==> src/rtl/busclr_pkg.sv <==
package busclr_pkg;

  typedef enum logic [2:0] {
    ST_IDLE     = 3'd0,
    ST_CLK_LO   = 3'd1,
    ST_CLK_HI   = 3'd2,
    ST_STA_HOLD = 3'd3,
    ST_STA_LO   = 3'd4,
    ST_STA_REL  = 3'd5
  } state_e;

  function automatic int unsigned max3(input int unsigned a, input int unsigned b,
                                       input int unsigned c);
    int unsigned m;
    m = (a > b) ? a : b;
    return (m > c) ? m : c;
  endfunction

  // number of clk cycles spent in a phase
  function automatic int unsigned phase_len(input state_e s, input int unsigned lo,
                                            input int unsigned hi, input int unsigned hold);
    case (s)
      ST_CLK_LO, ST_STA_LO:  return lo;
      ST_CLK_HI, ST_STA_REL: return hi;
      ST_STA_HOLD:           return hold;
      default:               return 1;
    endcase
  endfunction

  function automatic logic scl_pulled(input state_e s);
    return (s == ST_CLK_LO) || (s == ST_STA_LO);
  endfunction

  function automatic logic sda_pulled(input state_e s);
    return (s == ST_STA_HOLD) || (s == ST_STA_LO) || (s == ST_STA_REL);
  endfunction

endpackage

==> src/rtl/busclr_phase_timer.sv <==
module busclr_phase_timer #(
  parameter int unsigned CW = 8
) (
  input  logic          clk,
  input  logic          rst_n,
  input  logic          clr,
  input  logic [CW-1:0] len,
  output logic          last
);
  logic [CW-1:0] cnt_q;

  always_ff @(posedge clk) begin
    if (!rst_n)   cnt_q <= '0;
    else if (clr) cnt_q <= '0;
    else          cnt_q <= cnt_q + CW'(1);
  end

  assign last = (cnt_q == len - CW'(1));
endmodule

==> src/rtl/busclr_pulse_counter.sv <==
module busclr_pulse_counter #(
  parameter int unsigned MAX_PULSES = 9,
  localparam int unsigned PW = $clog2(MAX_PULSES + 1)
) (
  input  logic          clk,
  input  logic          rst_n,
  input  logic          clr,
  input  logic          inc,
  output logic [PW-1:0] count,
  output logic          at_max
);
  always_ff @(posedge clk) begin
    if (!rst_n)   count <= '0;
    else if (clr) count <= '0;
    else if (inc) count <= count + PW'(1);
  end

  assign at_max = (count == PW'(MAX_PULSES));
endmodule

==> src/rtl/busclr_seq.sv <==
module busclr_seq
  import busclr_pkg::*;
#(
  parameter int unsigned LOW_CYC    = 150,
  parameter int unsigned HIGH_CYC   = 75,
  parameter int unsigned HOLD_CYC   = 75,
  parameter int unsigned MAX_PULSES = 9
) (
  input  logic clk,
  input  logic rst_n,
  input  logic recover_req,
  input  logic sda_in,
  output logic scl_pull,
  output logic sda_pull,
  output logic busy,
  output logic done,
  output logic fail
);
  localparam int unsigned MAXLEN = max3(LOW_CYC, HIGH_CYC, HOLD_CYC);
  localparam int unsigned CW     = $clog2(MAXLEN + 1);
  localparam int unsigned PW     = $clog2(MAX_PULSES + 1);

  state_e state_q, state_d;

  // named internal events
  logic          phase_last;
  logic          advance;
  logic          start_evt;
  logic          sample_evt;
  logic          bus_free;
  logic          give_up;
  logic          pulse_inc;
  logic          at_max;
  logic [PW-1:0] pulse_count;
  logic [CW-1:0] cur_len;
  logic          done_q, fail_q;

  assign cur_len    = CW'(phase_len(state_q, LOW_CYC, HIGH_CYC, HOLD_CYC));
  assign start_evt  = (state_q == ST_IDLE) && recover_req;
  assign advance    = (state_q != ST_IDLE) && phase_last;
  assign sample_evt = (state_q == ST_CLK_HI) && phase_last;
  assign bus_free   = sample_evt && sda_in;
  assign give_up    = sample_evt && !sda_in && at_max;
  assign pulse_inc  = (state_q == ST_CLK_LO) && phase_last;

  busclr_phase_timer #(.CW(CW)) u_timer (
    .clk  (clk),
    .rst_n(rst_n),
    .clr  (advance || (state_q == ST_IDLE)),
    .len  (cur_len),
    .last (phase_last)
  );

  busclr_pulse_counter #(.MAX_PULSES(MAX_PULSES)) u_pulses (
    .clk   (clk),
    .rst_n (rst_n),
    .clr   (start_evt),
    .inc   (pulse_inc),
    .count (pulse_count),
    .at_max(at_max)
  );

  always_comb begin
    state_d = state_q;
    case (state_q)
      ST_IDLE:     if (recover_req) state_d = ST_CLK_LO;
      ST_CLK_LO:   if (phase_last)  state_d = ST_CLK_HI;
      ST_CLK_HI: begin
        if (bus_free)        state_d = ST_STA_HOLD;
        else if (give_up)    state_d = ST_IDLE;
        else if (phase_last) state_d = ST_CLK_LO;
      end
      ST_STA_HOLD: if (phase_last)  state_d = ST_STA_LO;
      ST_STA_LO:   if (phase_last)  state_d = ST_STA_REL;
      ST_STA_REL:  if (phase_last)  state_d = ST_IDLE;
      default:                      state_d = ST_IDLE;
    endcase
  end

  always_ff @(posedge clk) begin
    if (!rst_n) begin
      state_q <= ST_IDLE;
      done_q  <= 1'b0;
      fail_q  <= 1'b0;
    end else begin
      state_q <= state_d;
      done_q  <= (state_q == ST_STA_REL) && phase_last;
      fail_q  <= give_up;
    end
  end

  assign scl_pull = scl_pulled(state_q);
  assign sda_pull = sda_pulled(state_q);
  assign busy     = (state_q != ST_IDLE);
  assign done     = done_q;
  assign fail     = fail_q;
endmodule

==> config.mk <==
export PLATFORM = sky130hd
export DESIGN_NAME = busclr_seq
export DESIGN_NICKNAME = d
export VERILOG_FILES = /design/src/rtl/busclr_pkg.sv /design/src/rtl/busclr_phase_timer.sv /design/src/rtl/busclr_pulse_counter.sv /design/src/rtl/busclr_seq.sv
export SDC_FILE = /design/constraint.sdc
export NUM_CORES = 1
export LEC_CHECK = 0
export ABC_AREA = 1
export CAP_MARGIN = 20
export CORE_MARGIN = 2
export CORE_UTILIZATION = 39
export CTS_CLUSTER_DIAMETER = 50
export DETAILED_ROUTE_END_ITERATION = 8
export DONT_BUFFER_PORTS = 1
export PLACE_DENSITY = 0.59
export RECOVER_POWER = 50
export SYNTH_ARGS = -nofsm -noshare
export SYNTH_HDL_FRONTEND = slang
export SYNTH_HIERARCHICAL = 1
export SYNTH_SLANG_ARGS = --single-unit
==> constraint.sdc <==
create_clock -name clk -period 3.3 [get_ports clk]
set_input_delay 0.165 -clock clk [delete_from_list [all_inputs] [get_ports clk]]
set_output_delay 0.165 -clock clk [all_outputs]
set_load 0.03 [all_outputs]
## Word-level counts from Yosys, hierarchy flattened

Cells that the tools add are included.

| operators by class | value |
|---|---|
| add/sub/neg operators | 3 |
| equality and inequality tests | 13 |
| muxes and demuxes | 10 |
| bitwise logic cells | 1 |
| reductions and logical operators | 20 |

Operators by type and width:

| cell | count |
|---|---|
| 3-bit 2-to-1 mux | 8 |
| 3-bit one-hot mux with 6 select lines | 1 |
| 8-bit one-hot mux with 2 select lines | 1 |
| 2-bit inequality test (second input constant) | 5 |
| 8-bit by 1-bit adder with 8-bit output (second input constant) | 1 |
| 8-bit equality test | 1 |
| 1-bit logical AND | 8 |
| 8-bit by 1-bit subtractor with 8-bit output (second input constant) | 1 |
| 3-bit by 2-bit equality test with 1-bit output (second input constant) | 2 |
| 3-bit equality test (second input constant) | 2 |
| 6-bit AND reduction | 1 |
| 2-bit OR reduction | 3 |
| 4-bit by 1-bit adder with 4-bit output (second input constant) | 1 |
| 4-bit equality test (second input constant) | 1 |
| 1-bit logical OR | 4 |
| 4-bit inequality test (second input constant) | 1 |
| 3-bit by 1-bit equality test with 1-bit output (second input constant) | 1 |
| 3-bit zero test | 1 |
| 3-bit nonzero test | 1 |
| 3-bit OR reduction | 1 |
| 1-bit zero test | 1 |
| 1-bit NOT | 1 |

| word-level totals | value |
|---|---|
| flip-flop bits (word level) | 17 |
| input bits | 4 |
| output and inout port bits | 5 |
| word-level logic and storage cells | 52 |

## Logic depth before layout (Yosys ltp)

| logic depth | value |
|---|---|
| word-level depth | 11 |
| depth in mapped cells | 22 |
| gate-level depth less buffers | 22 |

## Cells and area by module

Netlist, hierarchy kept.

Modules (own cells, without submodules):

| module | times used | cells an instance | area each (µm²) | seq. area each (µm²) |
|---|---|---|---|---|
| busclr_phase_timer | 1 | 110 | 644.4 | 160.2 |
| busclr_seq | 1 | 58 | 341.6 | 100.1 |
| busclr_pulse_counter | 1 | 26 | 192.7 | 80.1 |

## Least setup slack after synthesis

Ideal clock, no wire load.

| timing path | value |
|---|---|
| kind | reg-to-reg |
| start | reg state_q[0] |
| end | reg u_pulses.count[3] |
| library setup time | 113 ps |
| data arrival time | 2534 ps |
| required time | 3187 ps |
| path slack | 654 ps |
| cell stages (with the launch flop) | 21 |
| buffers on the path | 0 |
| period minus slack after synthesis | 2646 ps |
| path through | dfxtp_1 -> inv_2 -> nor2_2 -> nand2_1 -> o21ai_1 -> or2_1 -> inv_1 -> ha_1 -> or2_1 -> nand3_1 -> nand2_1 -> nor2_1 -> nand2_1 -> nor2_2 -> inv_1 -> nor2_1 -> nand2_2 -> nor2_2 -> nand2_1 -> nand2_1 -> nor2_1 |

| between the ends | value |
|---|---|
| longest elaborated chain between the ends | 6 |
| elaborated cells on any way between the ends | 14 |
| those cells by class | 1 x add/sub; 6 x eq/ne; 1 x mux; 6 x reduce/logical |

RTL lines:

| element | RTL line | text |
|---|---|---|
| from (decl) | busclr_seq.sv:23 | `state_e state_q, state_d;` |
| from (signal assigned) | busclr_seq.sv:86 | `state_q <= state_d;` |
| 3-bit by 2-bit equality test with 1-bit output (tied with other cells) | busclr_pkg.sv:22 | `case (s)` |
| 3-bit OR reduction (no line) / 2-bit OR reduction (equally long branches) | -- |  |
| 8-bit one-hot mux with 2 select lines (*) | busclr_pkg.sv:22 |  |
| net cur_len[3] | busclr_seq.sv:35 | `logic [CW-1:0] cur_len;` |
| 8-bit by 1-bit subtractor with 8-bit output (*) | busclr_phase_timer.sv:18 | `assign last = (cnt_q == len - CW'(1));` |
| 8-bit equality test (*) | busclr_phase_timer.sv:18 |  |
| net phase_last | busclr_seq.sv:26 | `logic phase_last;` |
| 1-bit logical AND (*) | busclr_seq.sv:44 | `assign pulse_inc = (state_q == ST_CLK_LO) && phase_last;` |
| net pulse_inc | busclr_seq.sv:32 | `logic pulse_inc;` |
| to (signal assigned) | busclr_pulse_counter.sv:15 | `else if (inc) count <= count + PW'(1);` |
| to (decl) | busclr_pulse_counter.sv:9 | `output logic [PW-1:0] count,` |

The timed path passes the listed nets; every way through them passes the cells marked *.
A chain may end at the register's enable or synchronous reset.

## Worst setup path in the final report

Same ends and word-level chain as after synthesis.

==> flow_summary.yaml <==
run_status:
  status: "finished, violations left"
  violations: "DRC"
pwr:
  p_sw_share_pct: 41.7
  clkPwrFrac_pct: 19.7
  power.share.sequential_pct: 39.0
  power_density_nw_per_um2: 456
  combinationalPowerShare_pct: 41.3
  p_int_w: 0.000338
  ir_drop_v: 0.000278
  p_sw_w: 0.000241
  p_leak_nw: 0.605
detailed_routing:
  vias: 1095
  first_iter_violations: 36
  drt_wl_total_mm: 2.23
  drc: 1
  routedWlPerCell_um: 9.58
  vias_per_cell: 4.70
  antenna_left: 0
  dr.pass1.iters: 6
cts:
  clk_latency_ns: 0.29
  clockBufferDepth: 2
  cts_tree: "built"
  cts_buffers: 3
  cts-root-buf: "clkbuf_4"
  cts_max_level: 1
  clock-sinks: 17
  path_clk_slew_ns: 0.10
synth:
  ys_async_sr_fraction_pct: 0
  synthTopCellsByCount: "nand2_1, inv_1, nor2_1, dfxtp_1, nand3_1"
  synth-edff-count: 0
  synth_most_common_cell: "nand2_1"
  ys_seq_area_share_pct: 28.9
  synthTopCellsByArea: "dfxtp_1, nand2_1, inv_1"
  synth_seq_cells: 17
  yosysWarnings: 6
  synth_top_area_cell: "dfxtp_1"
  yosys.area.top_type_share_pct: 28.9
  ys.flop_type: "dfxtp_1"
  syn_inst: 194
  syn-cell-area_um2: 1180
  synth_cell_types: 21
  postSynthAreaPerCell_um2: 6.08
worst_setup_path:
  path_class: "reg2reg"
  crit_chain: "nor2_2 -> nand2_1 -> nand2_2 -> or2_0 -> inv_1 -> ha_1 -> or2_1 -> nand3_1 -> nand2_1 -> nor2_1 -> nand2_1 -> nor2_2 -> inv_1 -> nor2_2 -> nand2_2 -> nor2_2 -> nand2_1 -> nand2_1 -> nor2_1"
  critPathRequiredTime_ns: 3.50
  reg2reg_from: "state_q[0]"
  cp-start-kind: "flop"
  cpMostUsedCell: "nand2_1"
  crit_fanout: 7
  rrSetupSlack_ns: 0.40
  cpPeakStageDelay_ns: 0.37
  critPathCaptureType: "flop"
  slowest_stage: "dfxtp_1"
  arrival_ns: 3.10
  crit_end: "u_pulses/count[3]"
  r2r-end: "u_pulses/count[3]"
  crit_start: "state_q[0]"
  r2r_cells: 19
timing:
  rsz0062_at_grt: "false"
  max_freq_mhz: 344
  timing.setup.tns_ns: 0
  slew_viol_final: 0
  whs_ns: 0.0540
  skew_ns: 0.000998
  setup_violations: 0
  timing.final.crit_share_pct: 88.0
  min_period_ns: 2.90
  hold_viol_final: 0
global_route:
  globalRouteTotalUtil_pct: 15.3
  grt_overflow_total: 0
  grt_pass1_wl_mm: 4.17
  grt_pass1_vias: 1079
  antenna_found_initial: 0
  grt_max_degree: 11
layout:
  fill_cells: 298
  areaGrowthSynthToFinish_pct: 7.75
  drive_above_1_share_pct: 13.9
  n_antenna_cell: 0
  nets: 211
  design_area_um2: 1270
placed_design:
  place_congestion: 0.911
  port_buffers: 0
  hpwl_mm: 1.82
  placed_area_um2: 1230
floorplan:
  num_io_pins: 9
  start_util_pct: 42.0
  die_y_um: 59.0
  die_w_um: 59.0
  num_rows: 19
  dieArea_um2: 3480
  design.core.area_um2: 2810
flow_run:
  drv_cap: 0
worst_hold_path:
  hold_path.class: "in2reg"
  holdCritStartpoint: "sda_in"
[worst min-delay path by stage]
stage                       to  slack, ns  cells past startpoint
global placement    state_q[0]       0.30                      2
global route        state_q[2]       0.06                      2
detailed placement  state_q[0]       0.30                      2
finish                    fail       0.05                      3
floorplan           state_q[0]       0.29                      2
CTS                       fail       0.06                      3
[cell usage in the layout (no fill, tap or decap), types with 2 or more instances in the layout]
master     n
xor2_1     2
conb_1     4
nand2_1   52
nor2_1    26
nor2_4     2
dfxtp_1   16
nand2_2    5
clkbuf_4   3
inv_2      4
nor3_1     3
nand3_1   15
inv_1     29
xnor2_1    3
nor2_2     9
ha_1       4
nand3_2    2
a21oi_1    9
o21ai_1    2
o21ai_0    5
[metrics by stage]
| stage | util, % | instances | total power, W | setup WS [ns] |
|---|---|---|---|---|
| finish | 45.3 | 233 | 0.000579 | 0.396 |
| CTS | 45.1 | 233 | 0.000582 | 0.270 |
| floorplan | - | 197 | 0.000426 | 0.654 |
| detailed placement | 43.8 | 228 | 0.000467 | 0.292 |
| global route | 45.3 | 233 | 0.000634 | 0.0280 |
| global placement | 43.8 | 228 | 0.000466 | 0.347 |
[power groups by stage]
stage	Combinational, W	Sequential (W)	Clock [W]
final	0.000239	0.000226	0.000114
after global routing	0.000282	0.000228	0.000125
after CTS	0.000239	0.000226	0.000117
after detailed placement	0.000236	0.000231	0
after global placement	0.000235	0.000231	0
after floorplan	0.000199	0.000228	0
[layout make-up]
class | instances | area [µm²] | share of cell area [%]
clock buffer | 3 | 22.5 | 1.77
timing repair buffer | 2 | 17.5 | 1.38
clock inverter | 1 | 5.00 | 0.394
tap | 31 | 38.8 | 3.05
inverter | 33 | 124 | 9.75
sequential | 17 | 342 | 26.9
multi-input combinational | 146 | 721 | 56.7
[critical path: cells and delay by family (launching register included)]
kind / cells / cell delay [ns]
AND/OR/NAND/NOR: 16 / 2.02
flip-flops: 1 / 0.37
adder cells (fa/ha/maj): 1 / 0.23
buffers and inverters: 2 / 0.18
[registers in the layout, summed over array words and instances (netlist names)]
| name | count |
|---|---|
| done | 1 |
| fail | 1 |
| state_q | 3 |
| u_pulses/count | 4 |
| u_timer/cnt_q | 8 |
[routing by layer]
layer,track usage [%],part of all wire [%]
met5,0,0
met4,5.52,0.76
met3,3.71,4.9
met2,26.7,50
met1,18.1,45
[repair_timing]
action / in CTS / in global routing
hold buffers: 1 / 0
endpoints found under the setup margin: 0 / 8
gates resized for setup: 0 / 3
setup buffers: 0 / 0
hold endpoints to repair: 1 / 0
[kinds of logic after synthesis]
group                    Yosys count  share of synthesized area (%)
AO/OA/AOI/OAI                     16                           6.79
XOR/XNOR                           5                           3.72
adder cells (fa/ha/maj)            4                           4.25
buffers and inverters             34                           11.1
flip-flops                        17                           28.9
other                              1                          0.318
AND/OR/NAND/NOR                  117                           44.9
(Power assumes the default switching activity.)
